==> config.mk <==
export PLATFORM = sky130hd
export DESIGN_NAME = region_hist_ctrl
export DESIGN_NICKNAME = d
export VERILOG_FILES = /design/src/rtl/hist_pkg.sv /design/src/rtl/hist_ev_sync.sv /design/src/rtl/hist_gate.sv /design/src/rtl/hist_cnt_array.sv /design/src/rtl/region_hist_ctrl.sv
export SDC_FILE = /design/constraint.sdc
export NUM_CORES = 2
export LEC_CHECK = 0
export ABC_AREA = 1
export BUFFER_PORTS_ARGS = -buffer_cell sky130_fd_sc_hd__buf_2
export CAP_MARGIN = 5
export CORE_ASPECT_RATIO = 0.7
export CORE_UTILIZATION = 45
export CTS_BUF_LIST = sky130_fd_sc_hd__clkbuf_2
export CTS_CLUSTER_DIAMETER = 30
export DETAILED_ROUTE_END_ITERATION = 6
export PLACE_DENSITY_LB_ADDON = 0.05
export RECOVER_POWER = 100
export SLEW_MARGIN = 20
export SYNTH_ARGS = -nofsm -noshare
export SYNTH_HDL_FRONTEND = slang
export SYNTH_SLANG_ARGS = --single-unit
==> constraint.sdc <==
create_clock -name clk -period 16.6 [get_ports clk]
set_input_delay 1.66 -clock clk [delete_from_list [all_inputs] [get_ports clk]]
set_output_delay 1.66 -clock clk [all_outputs]
set_load 0.02 [all_outputs]
==> src/rtl/hist_pkg.sv <==
package hist_pkg;
  localparam int N_EV   = 4;
  localparam int RW_W   = 18;
  localparam int B_STAT = 14;
  localparam int B_TMR  = 15;
  localparam int B_SWP  = 16;
  localparam int B_SRST = 17;
  localparam int B_SAMP = 1;

  typedef enum logic [2:0] {
    EN_OFF = 3'd0, EN_LOCAL = 3'd1, EN_RSVD = 3'd2, EN_ON = 3'd3,
    EN_PIN0 = 3'd4, EN_PIN1 = 3'd5, EN_PIN2 = 3'd6, EN_PIN3 = 3'd7
  } en_src_e;

  typedef struct packed {
    logic [2:0] route;
    logic [3:0] dis_mask;
    en_src_e    en_src;
    logic       filt;
    logic [2:0] region;
  } hist_ctrl_t;

  function automatic int unsigned region_shift(input logic [2:0] code);
    case (code)
      3'd0:    return 6;
      3'd1:    return 12;
      3'd2:    return 17;
      3'd3:    return 23;
      default: return 28;
    endcase
  endfunction
endpackage

==> src/rtl/hist_ev_sync.sv <==
module hist_ev_sync #(
  parameter int W = 4
) (
  input  logic         clk,
  input  logic         rst_n,
  input  logic [W-1:0] async_n,
  output logic [W-1:0] sync_n
);
  logic [W-1:0] stg1_q, stg2_q;

  always_ff @(posedge clk or negedge rst_n) begin
    if (!rst_n) begin
      stg1_q <= '1;
      stg2_q <= '1;
    end else begin
      stg1_q <= async_n;
      stg2_q <= stg1_q;
    end
  end

  assign sync_n = stg2_q;
endmodule

==> src/rtl/hist_gate.sv <==
module hist_gate
  import hist_pkg::*;
(
  input  hist_ctrl_t      ctrl,
  input  logic            local_en,
  input  logic [N_EV-1:0] ev_act,
  input  logic            txn_valid,
  input  logic            txn_qual,
  input  logic            sweep_busy,
  output logic            inc_en
);
  logic src_on, blocked, qual_ok;

  always_comb begin
    case (ctrl.en_src)
      EN_LOCAL: src_on = local_en;
      EN_ON:    src_on = 1'b1;
      EN_PIN0, EN_PIN1, EN_PIN2, EN_PIN3:
                src_on = ev_act[ctrl.en_src[1:0]];
      default:  src_on = 1'b0;
    endcase
  end

  assign blocked = |(ctrl.dis_mask & ev_act);
  assign qual_ok = !ctrl.filt || txn_qual;
  assign inc_en  = txn_valid && src_on && !blocked && qual_ok && !sweep_busy;
endmodule

==> src/rtl/hist_cnt_array.sv <==
module hist_cnt_array #(
  parameter int N_CNT = 64,
  parameter int CNT_W = 16,
  localparam int IDX_W = $clog2(N_CNT)
) (
  input  logic             clk,
  input  logic             rst_n,
  input  logic             inc_en,
  input  logic [IDX_W-1:0] inc_idx,
  input  logic [CNT_W-1:0] max_cnt,
  input  logic             sweep_start,
  input  logic [IDX_W-1:0] rd_idx,
  output logic [CNT_W-1:0] rd_data,
  output logic             sweep_busy,
  output logic             reach
);
  logic [CNT_W-1:0] cnt_q [N_CNT];
  logic [IDX_W-1:0] ptr_q;
  logic             busy_q;
  logic [CNT_W-1:0] cur;
  logic             room;

  assign cur   = cnt_q[inc_idx];
  assign room  = cur < max_cnt;
  assign reach = inc_en && room && ((cur + 1'b1) == max_cnt);

  always_ff @(posedge clk or negedge rst_n) begin
    if (!rst_n) begin
      for (int i = 0; i < N_CNT; i++) cnt_q[i] <= '0;
      ptr_q  <= '0;
      busy_q <= 1'b0;
    end else begin
      if (sweep_start) begin
        busy_q <= 1'b1;
        ptr_q  <= '0;
      end else if (busy_q) begin
        cnt_q[ptr_q] <= '0;
        ptr_q        <= ptr_q + 1'b1;
        if (ptr_q == IDX_W'(N_CNT - 1)) busy_q <= 1'b0;
      end
      if (inc_en && room) cnt_q[inc_idx] <= cur + 1'b1;
    end
  end

  assign rd_data    = cnt_q[rd_idx];
  assign sweep_busy = busy_q;

  // a counter below the maximum steps by exactly one
  a_r5_step_one: assert property (@(posedge clk) disable iff (!rst_n)
    (inc_en && room && !sweep_start) |=> cnt_q[$past(inc_idx)] == $past(cur) + 1'b1);
  // a counter at or above the maximum holds its value
  a_r5_no_overflow: assert property (@(posedge clk) disable iff (!rst_n)
    (inc_en && !room && !sweep_start) |=> cnt_q[$past(inc_idx)] == $past(cur));
  // the sweep finishes only after clearing the last index
  a_r8_sweep_full: assert property (@(posedge clk) disable iff (!rst_n)
    $fell(busy_q) |-> $past(ptr_q) == IDX_W'(N_CNT - 1));
endmodule

==> src/rtl/region_hist_ctrl.sv <==
module region_hist_ctrl
  import hist_pkg::*;
#(
  parameter int ADDR_W = 40,
  parameter int N_CNT  = 64,
  parameter int CNT_W  = 16,
  localparam int IDX_W = $clog2(N_CNT),
  localparam int REG_AW = IDX_W + 1
) (
  input  logic              clk,
  input  logic              rst_n,
  input  logic              txn_valid,
  output logic              txn_ready,
  input  logic [ADDR_W-1:0] txn_addr,
  input  logic              txn_qual,
  input  logic              reg_we,
  input  logic [REG_AW-1:0] reg_addr,
  input  logic [RW_W-1:0]   reg_wdata,
  output logic [RW_W-1:0]   reg_rdata,
  input  logic [N_EV-1:0]   ev_in_n,
  output logic [N_EV-1:0]   ev_out_n,
  input  logic              tmr_underflow
);
  localparam int CTRL_W = $bits(hist_ctrl_t);

  hist_ctrl_t       ctrl_q;
  logic             status_q, local_en_q, srst_pend_q;
  logic [CNT_W-1:0] max_q;
  logic [N_EV-1:0]  ev_sync_n, ev_act;
  logic             inc_en, sweep_busy, reach, clr;
  logic [IDX_W-1:0] inc_idx;
  logic [CNT_W-1:0] cnt_rd;
  logic [ADDR_W-1:0] addr_sh;
  logic             in_win, ctrl_wr, aux_wr, max_wr, sweep_start;

  assign in_win  = reg_addr[IDX_W];
  assign ctrl_wr = reg_we && !in_win && reg_addr[IDX_W-1:0] == IDX_W'(0);
  assign aux_wr  = reg_we && !in_win && reg_addr[IDX_W-1:0] == IDX_W'(1);
  assign max_wr  = reg_we && !in_win && reg_addr[IDX_W-1:0] == IDX_W'(2);
  assign sweep_start = ctrl_wr && reg_wdata[B_SWP];
  assign clr = (ctrl_wr && !reg_wdata[B_STAT]) || (aux_wr && reg_wdata[B_SAMP]);

  always_ff @(posedge clk or negedge rst_n) begin
    if (!rst_n) begin
      ctrl_q      <= '0;
      status_q    <= 1'b0;
      srst_pend_q <= 1'b0;
      local_en_q  <= 1'b0;
      max_q       <= '1;
    end else begin
      if (ctrl_wr) ctrl_q <= hist_ctrl_t'(reg_wdata[CTRL_W-1:0]);
      srst_pend_q <= ctrl_wr && reg_wdata[B_SRST];
      status_q    <= reach || (status_q && !clr);
      if (srst_pend_q) begin
        local_en_q <= 1'b0;
        max_q      <= '1;
      end else begin
        if (aux_wr) local_en_q <= reg_wdata[0];
        if (max_wr) max_q      <= reg_wdata[CNT_W-1:0];
      end
    end
  end

  hist_ev_sync #(.W(N_EV)) u_sync (
    .clk(clk), .rst_n(rst_n), .async_n(ev_in_n), .sync_n(ev_sync_n)
  );
  assign ev_act = ~ev_sync_n;

  hist_gate u_gate (
    .ctrl(ctrl_q), .local_en(local_en_q), .ev_act(ev_act),
    .txn_valid(txn_valid), .txn_qual(txn_qual),
    .sweep_busy(sweep_busy), .inc_en(inc_en)
  );

  assign addr_sh = txn_addr >> region_shift(ctrl_q.region);
  assign inc_idx = addr_sh[IDX_W-1:0];

  hist_cnt_array #(.N_CNT(N_CNT), .CNT_W(CNT_W)) u_array (
    .clk(clk), .rst_n(rst_n), .inc_en(inc_en), .inc_idx(inc_idx),
    .max_cnt(max_q), .sweep_start(sweep_start),
    .rd_idx(reg_addr[IDX_W-1:0]), .rd_data(cnt_rd),
    .sweep_busy(sweep_busy), .reach(reach)
  );

  generate
    for (genvar k = 0; k < N_EV; k++) begin : g_route
      assign ev_out_n[k] = !(status_q && ctrl_q.route[2] && ctrl_q.route[1:0] == 2'(k));
    end
  endgenerate

  assign txn_ready = 1'b1;

  always_comb begin
    reg_rdata = '0;
    if (in_win) begin
      reg_rdata[CNT_W-1:0] = cnt_rd;
    end else begin
      case (reg_addr[IDX_W-1:0])
        IDX_W'(0): begin
          reg_rdata[CTRL_W-1:0] = ctrl_q;
          reg_rdata[B_STAT]     = status_q;
          reg_rdata[B_TMR]      = tmr_underflow;
          reg_rdata[B_SWP]      = sweep_busy;
          reg_rdata[B_SRST]     = srst_pend_q;
        end
        IDX_W'(1): reg_rdata[0] = local_en_q;
        IDX_W'(2): reg_rdata[CNT_W-1:0] = max_q;
        default:   reg_rdata = '0;
      endcase
    end
  end

  // a selected active disable pin blocks counting
  a_r3_disable_blocks: assert property (@(posedge clk) disable iff (!rst_n)
    (|(ctrl_q.dis_mask & ev_act)) |-> !inc_en);
  // nothing counts while the sweep runs
  a_r8_no_count_in_sweep: assert property (@(posedge clk) disable iff (!rst_n)
    sweep_busy |-> !inc_en);
  // the status holds unless cleared
  a_r6_sticky: assert property (@(posedge clk) disable iff (!rst_n)
    (status_q && !clr) |=> status_q);
  // a routed output follows the status
  a_r7_route_mirror: assert property (@(posedge clk) disable iff (!rst_n)
    ctrl_q.route[2] |-> ($countones(~ev_out_n) == 32'(status_q)));
  // at most one output is driven low
  a_r7_one_pin: assert property (@(posedge clk) disable iff (!rst_n)
    $onehot0(~ev_out_n));
  // soft reset restores the auxiliary defaults
  a_r9_aux_default: assert property (@(posedge clk) disable iff (!rst_n)
    srst_pend_q |=> (max_q == '1 && !local_en_q));
endmodule

==> run_results.csv <==
group,metric,value,unit
global_route,grt_pass1_vias,62600,
setup_path,r2r_start,"ctrl_q[1]",
sta,period_minus_slack,14.13,ns
power,power.share.sequential,40.3,%
route,num_vias,69450,
sta,tns,0,ns
global_route,grt.total_usage,41.89,%
cells_and_area,nets,9256,
sta,slew_violations,1112,
sta,setup_viol,0,
synthesis,seq_area_frac_synth,41.55,%
clock_tree,cts-buffers-inserted,318,
cells_and_area,final_cell_mix,"nand2_1 (2468), o21ai_0 (1734), dfrtp_1 (1048), nand3_1 (1041), inv_1 (847)",
synthesis,synth_flop_cell,"dfrtp_1",
status,outcome,"complete, but fails checks",
worst_hold_path,hold_start,"reg_wdata[4]",
synthesis,syn_area_per_cell,6.908,um2
setup_path,critical_path.top_delay_family,"buffers and inverters",
placement,placed_area,65650,um2
sta,fin_crit_sh,85.11,%
placement,place_congestion,1.047,
synthesis,synth.area.top_cells,"dfrtp_1 (41%), nand2_1 (14%), o21ai_0 (13%), nand3_1 (8.1%), inv_1 (4.9%)",
setup_path,cp_common_cell,"clkbuf_1",
cells_and_area,stdcell_area,68400,um2
route,drc,0,
sta,tightest_slew,5.058,ns
synthesis,synthArstFlopShare,100.0,%
synthesis,ys_warn_count,0,
setup_path,slowest_delay,2.26,ns
power,switching_share,43.59,%
global_route,grt_max_degree,211,
power,p_int,3837,uW
clock_tree,cts_root_buf,"clkbuf_2",
sta,fmax,0.07078,GHz
setup_path,critical_path_class,"in2out",
synthesis,synth_cell_types,52,
setup_path,worstPathCellList,"clkbuf_1 > clkbuf_1 > nor2_1 > clkinvlp_2 > clkbuf_1 > o221ai_1 > o221ai_1 > o311ai_0 > o21ai_0 > a31oi_1 > nor2_1 > a21oi_1 > clkbuf_1",
worst_hold_path,hold_depth,3,
sta,finClkSkew,0.1645,ns
cells_and_area,final_util,48.36,%
synthesis,netlist.area_leader.share,40.57,%
floorplanning,io_pins,98,
worst_hold_path,hold_path_end,"ctrl_q[4]",
clock_tree,worstSkewPairLatency,1.94,ns
floorplanning,die-area,145200,um2
clock_tree,clkSlewWorstSetupHoldPaths,0.10,ns
power,power_density,99.44,nW/um2
cells_and_area,layout_commonest_cell,"nand2_1",
synthesis,synth_seq_cells,1072,
placement,hpwl,189700,um
floorplanning,die_w,455.0,um
route,drtIter0Drc,9742,
setup_path,rr_worst_depth,33,
clock_tree,cts_resized,0,
global_route,gr-total-overflow,0,
route,drt-total-wl,309600,um
power,p_switching,2964,uW
clock_tree,postCtsSetupBuffers,0,
power,max-vdd-ir-drop,0.00009197,V
cells_and_area,syn_to_final_growth,5.819,%
run,cap_violations,19,
synthesis,yosysTopAreaCell,"dfrtp_1",
sta,fin_ws,2.472,ns
cells_and_area,drive_above_1_share,8.304,%
power,power_frac_comb,29.8,%
clock_tree,cts_sinks,1072,
placement,port_buffers,87,
worst_hold_path,hold_class,"in2reg",
synthesis,synth_nets,9449,
floorplanning,start_util,45.70,%
status,violations,"max-capacitance violations, max-slew violations",
sta,slew_headroom,-237.2,%
synthesis,synth_cells,9356,
clock_tree,clockBufferDepth,4,
floorplanning,fp-row-count,115,
power,power,6801,uW
floorplanning,die_y,319.1,um
global_route,grt_pass1_wl,443000,um
route,post_drt_via_cell_ratio,6.170,
floorplanning,core_area,141400,um2
placement,dpl_worst_slack,5.608,ns
setup_path,cp-end-kind,"output port",
route,dr.pass1.iters,6,
setup_path,required,14.94,ns
power,p_leak,0.03242,uW
setup_path,timing.rr.end,"u_array.cnt_q[845]",
setup_path,cp_slowest_cell,"clkinvlp_2",
sta,hold_viol,0,
setup_path,startpoint_type,"input port",
global_route,antenna_found_initial,14,
route,wl_per_cell,27.51,um
route,ant_nets,0,
setup_path,cp.arrival,12.47,ns
synthesis,synth_edf_count,0,
clock_tree,htree_levels,5,
power,clkPwrFrac,29.9,%
clock_tree,cts_tree,"yes",
setup_path,reg2reg_slack,3.12,ns
synthesis,syn-cell-area,64630,um2
setup_path,worst-path-max-fanout,65,
sta,rsz0062_at_grt,"no",
setup_path,crit_buf_inv,5,
## cells in the mapped netlist (all sizes together) (15+ instances only)
| cell type | number |
|---|---|
| nor2 | 458 |
| nor3 | 31 |
| inv | 859 |
| a22oi | 19 |
| o211ai | 63 |
| o21ai | 1801 |
| nand3b | 75 |
| dfrtp | 1048 |
| clkbuf | 541 |
| nand3 | 1047 |
| dfstp | 24 |
| a21oi | 368 |
| o221ai | 185 |
| o311ai | 29 |
| ha | 18 |
| buf | 225 |
| nand2 | 2488 |
| a31oi | 15 |
## how the worst max path moves through the flow
stage	cells after the start	endpoint	slack (ns)	start
2_1_floorplan	34	u_array.cnt_q[711]	10.28	txn_addr[5]
3_3_place_gp	32	u_array.cnt_q[839]	5.79	txn_addr[17]
3_5_place_dp	32	u_array.cnt_q[845]	5.61	txn_addr[17]
4_1_cts	33	u_array.cnt_q[841]	6.09	ctrl_q[1]
5_1_grt	13	reg_rdata[4]	2.62	reg_addr[0]
6_report	13	reg_rdata[4]	2.47	reg_addr[0]
## tightest hold or removal path, delay by kind of cell
kind                   cells  cell delay, ns
buffers and inverters      1            0.13
AOI/OAI and AO/OA          1            0.04
and+or+nand+nor            1            0.10
## state kept, by name, summed over array words and instances, names as in the netlist
signal / cells
local_en_q: 1
u_sync.stg1_q: 4
status_q: 1
u_sync.sync_n: 4
u_array.ptr_q: 6
u_array.cnt_q: 1024
ctrl_q: 14
srst_pend_q: 1
max_q: 16
u_array.sweep_busy: 1
## power groups by stage
stage | Sequential, uW | Combinational, uW | Clock [uW]
floorplan | 2770 | 1080 | 0
global placement | 2790 | 1920 | 0
detailed placement | 2790 | 1920 | 0
CTS | 2740 | 1930 | 2040
global route | 2750 | 2110 | 2180
finish | 2740 | 2020 | 2040
## layer usage
layer,GRT usage [%],part of all wire (%)
met5,0.9309,0.073
met4,21.68,5.4
met3,16.79,15
met2,56.18,39
met1,57.21,40
## kinds of logic after synthesis
logic type	after synthesis	share of synthesized area, %
fa+ha+maj	18	0.3485
xor+xnor	6	0.1374
mux	2	0.03484
compound gates	2516	21.26
buf+inv	1629	10.11
simple gates	4112	26.55
flops	1072	41.55
other cells	1	0.005802
## cell type report
type | instances | area, um2
Fill cell | 14840 | 73050
Multi-Input combinational cell | 6655 | 31560
Sequential cell | 1072 | 26860
Inverter | 863 | 3258
Tap cell | 1872 | 2342
Clock buffer | 450 | 2252
Timing Repair Buffer | 253 | 1722
Clock inverter | 76 | 370.4
Antenna cell | 14 | 35.03
## metrics by stage
stage               std cells  hold slack, ns
global placement        10690          0.3472
CTS                     11240         0.01081
finish                  11260          0.1323
global route            11250         0.09622
detailed placement      10690          0.3468
floorplan                9356          0.3452
## what timing repair did
action	CTS	global route
hold buffers	19	0
endpoints found under the hold margin	101	0
endpoints found under the setup margin	0	0
Note: power is estimated with default switching activity, not from simulation.
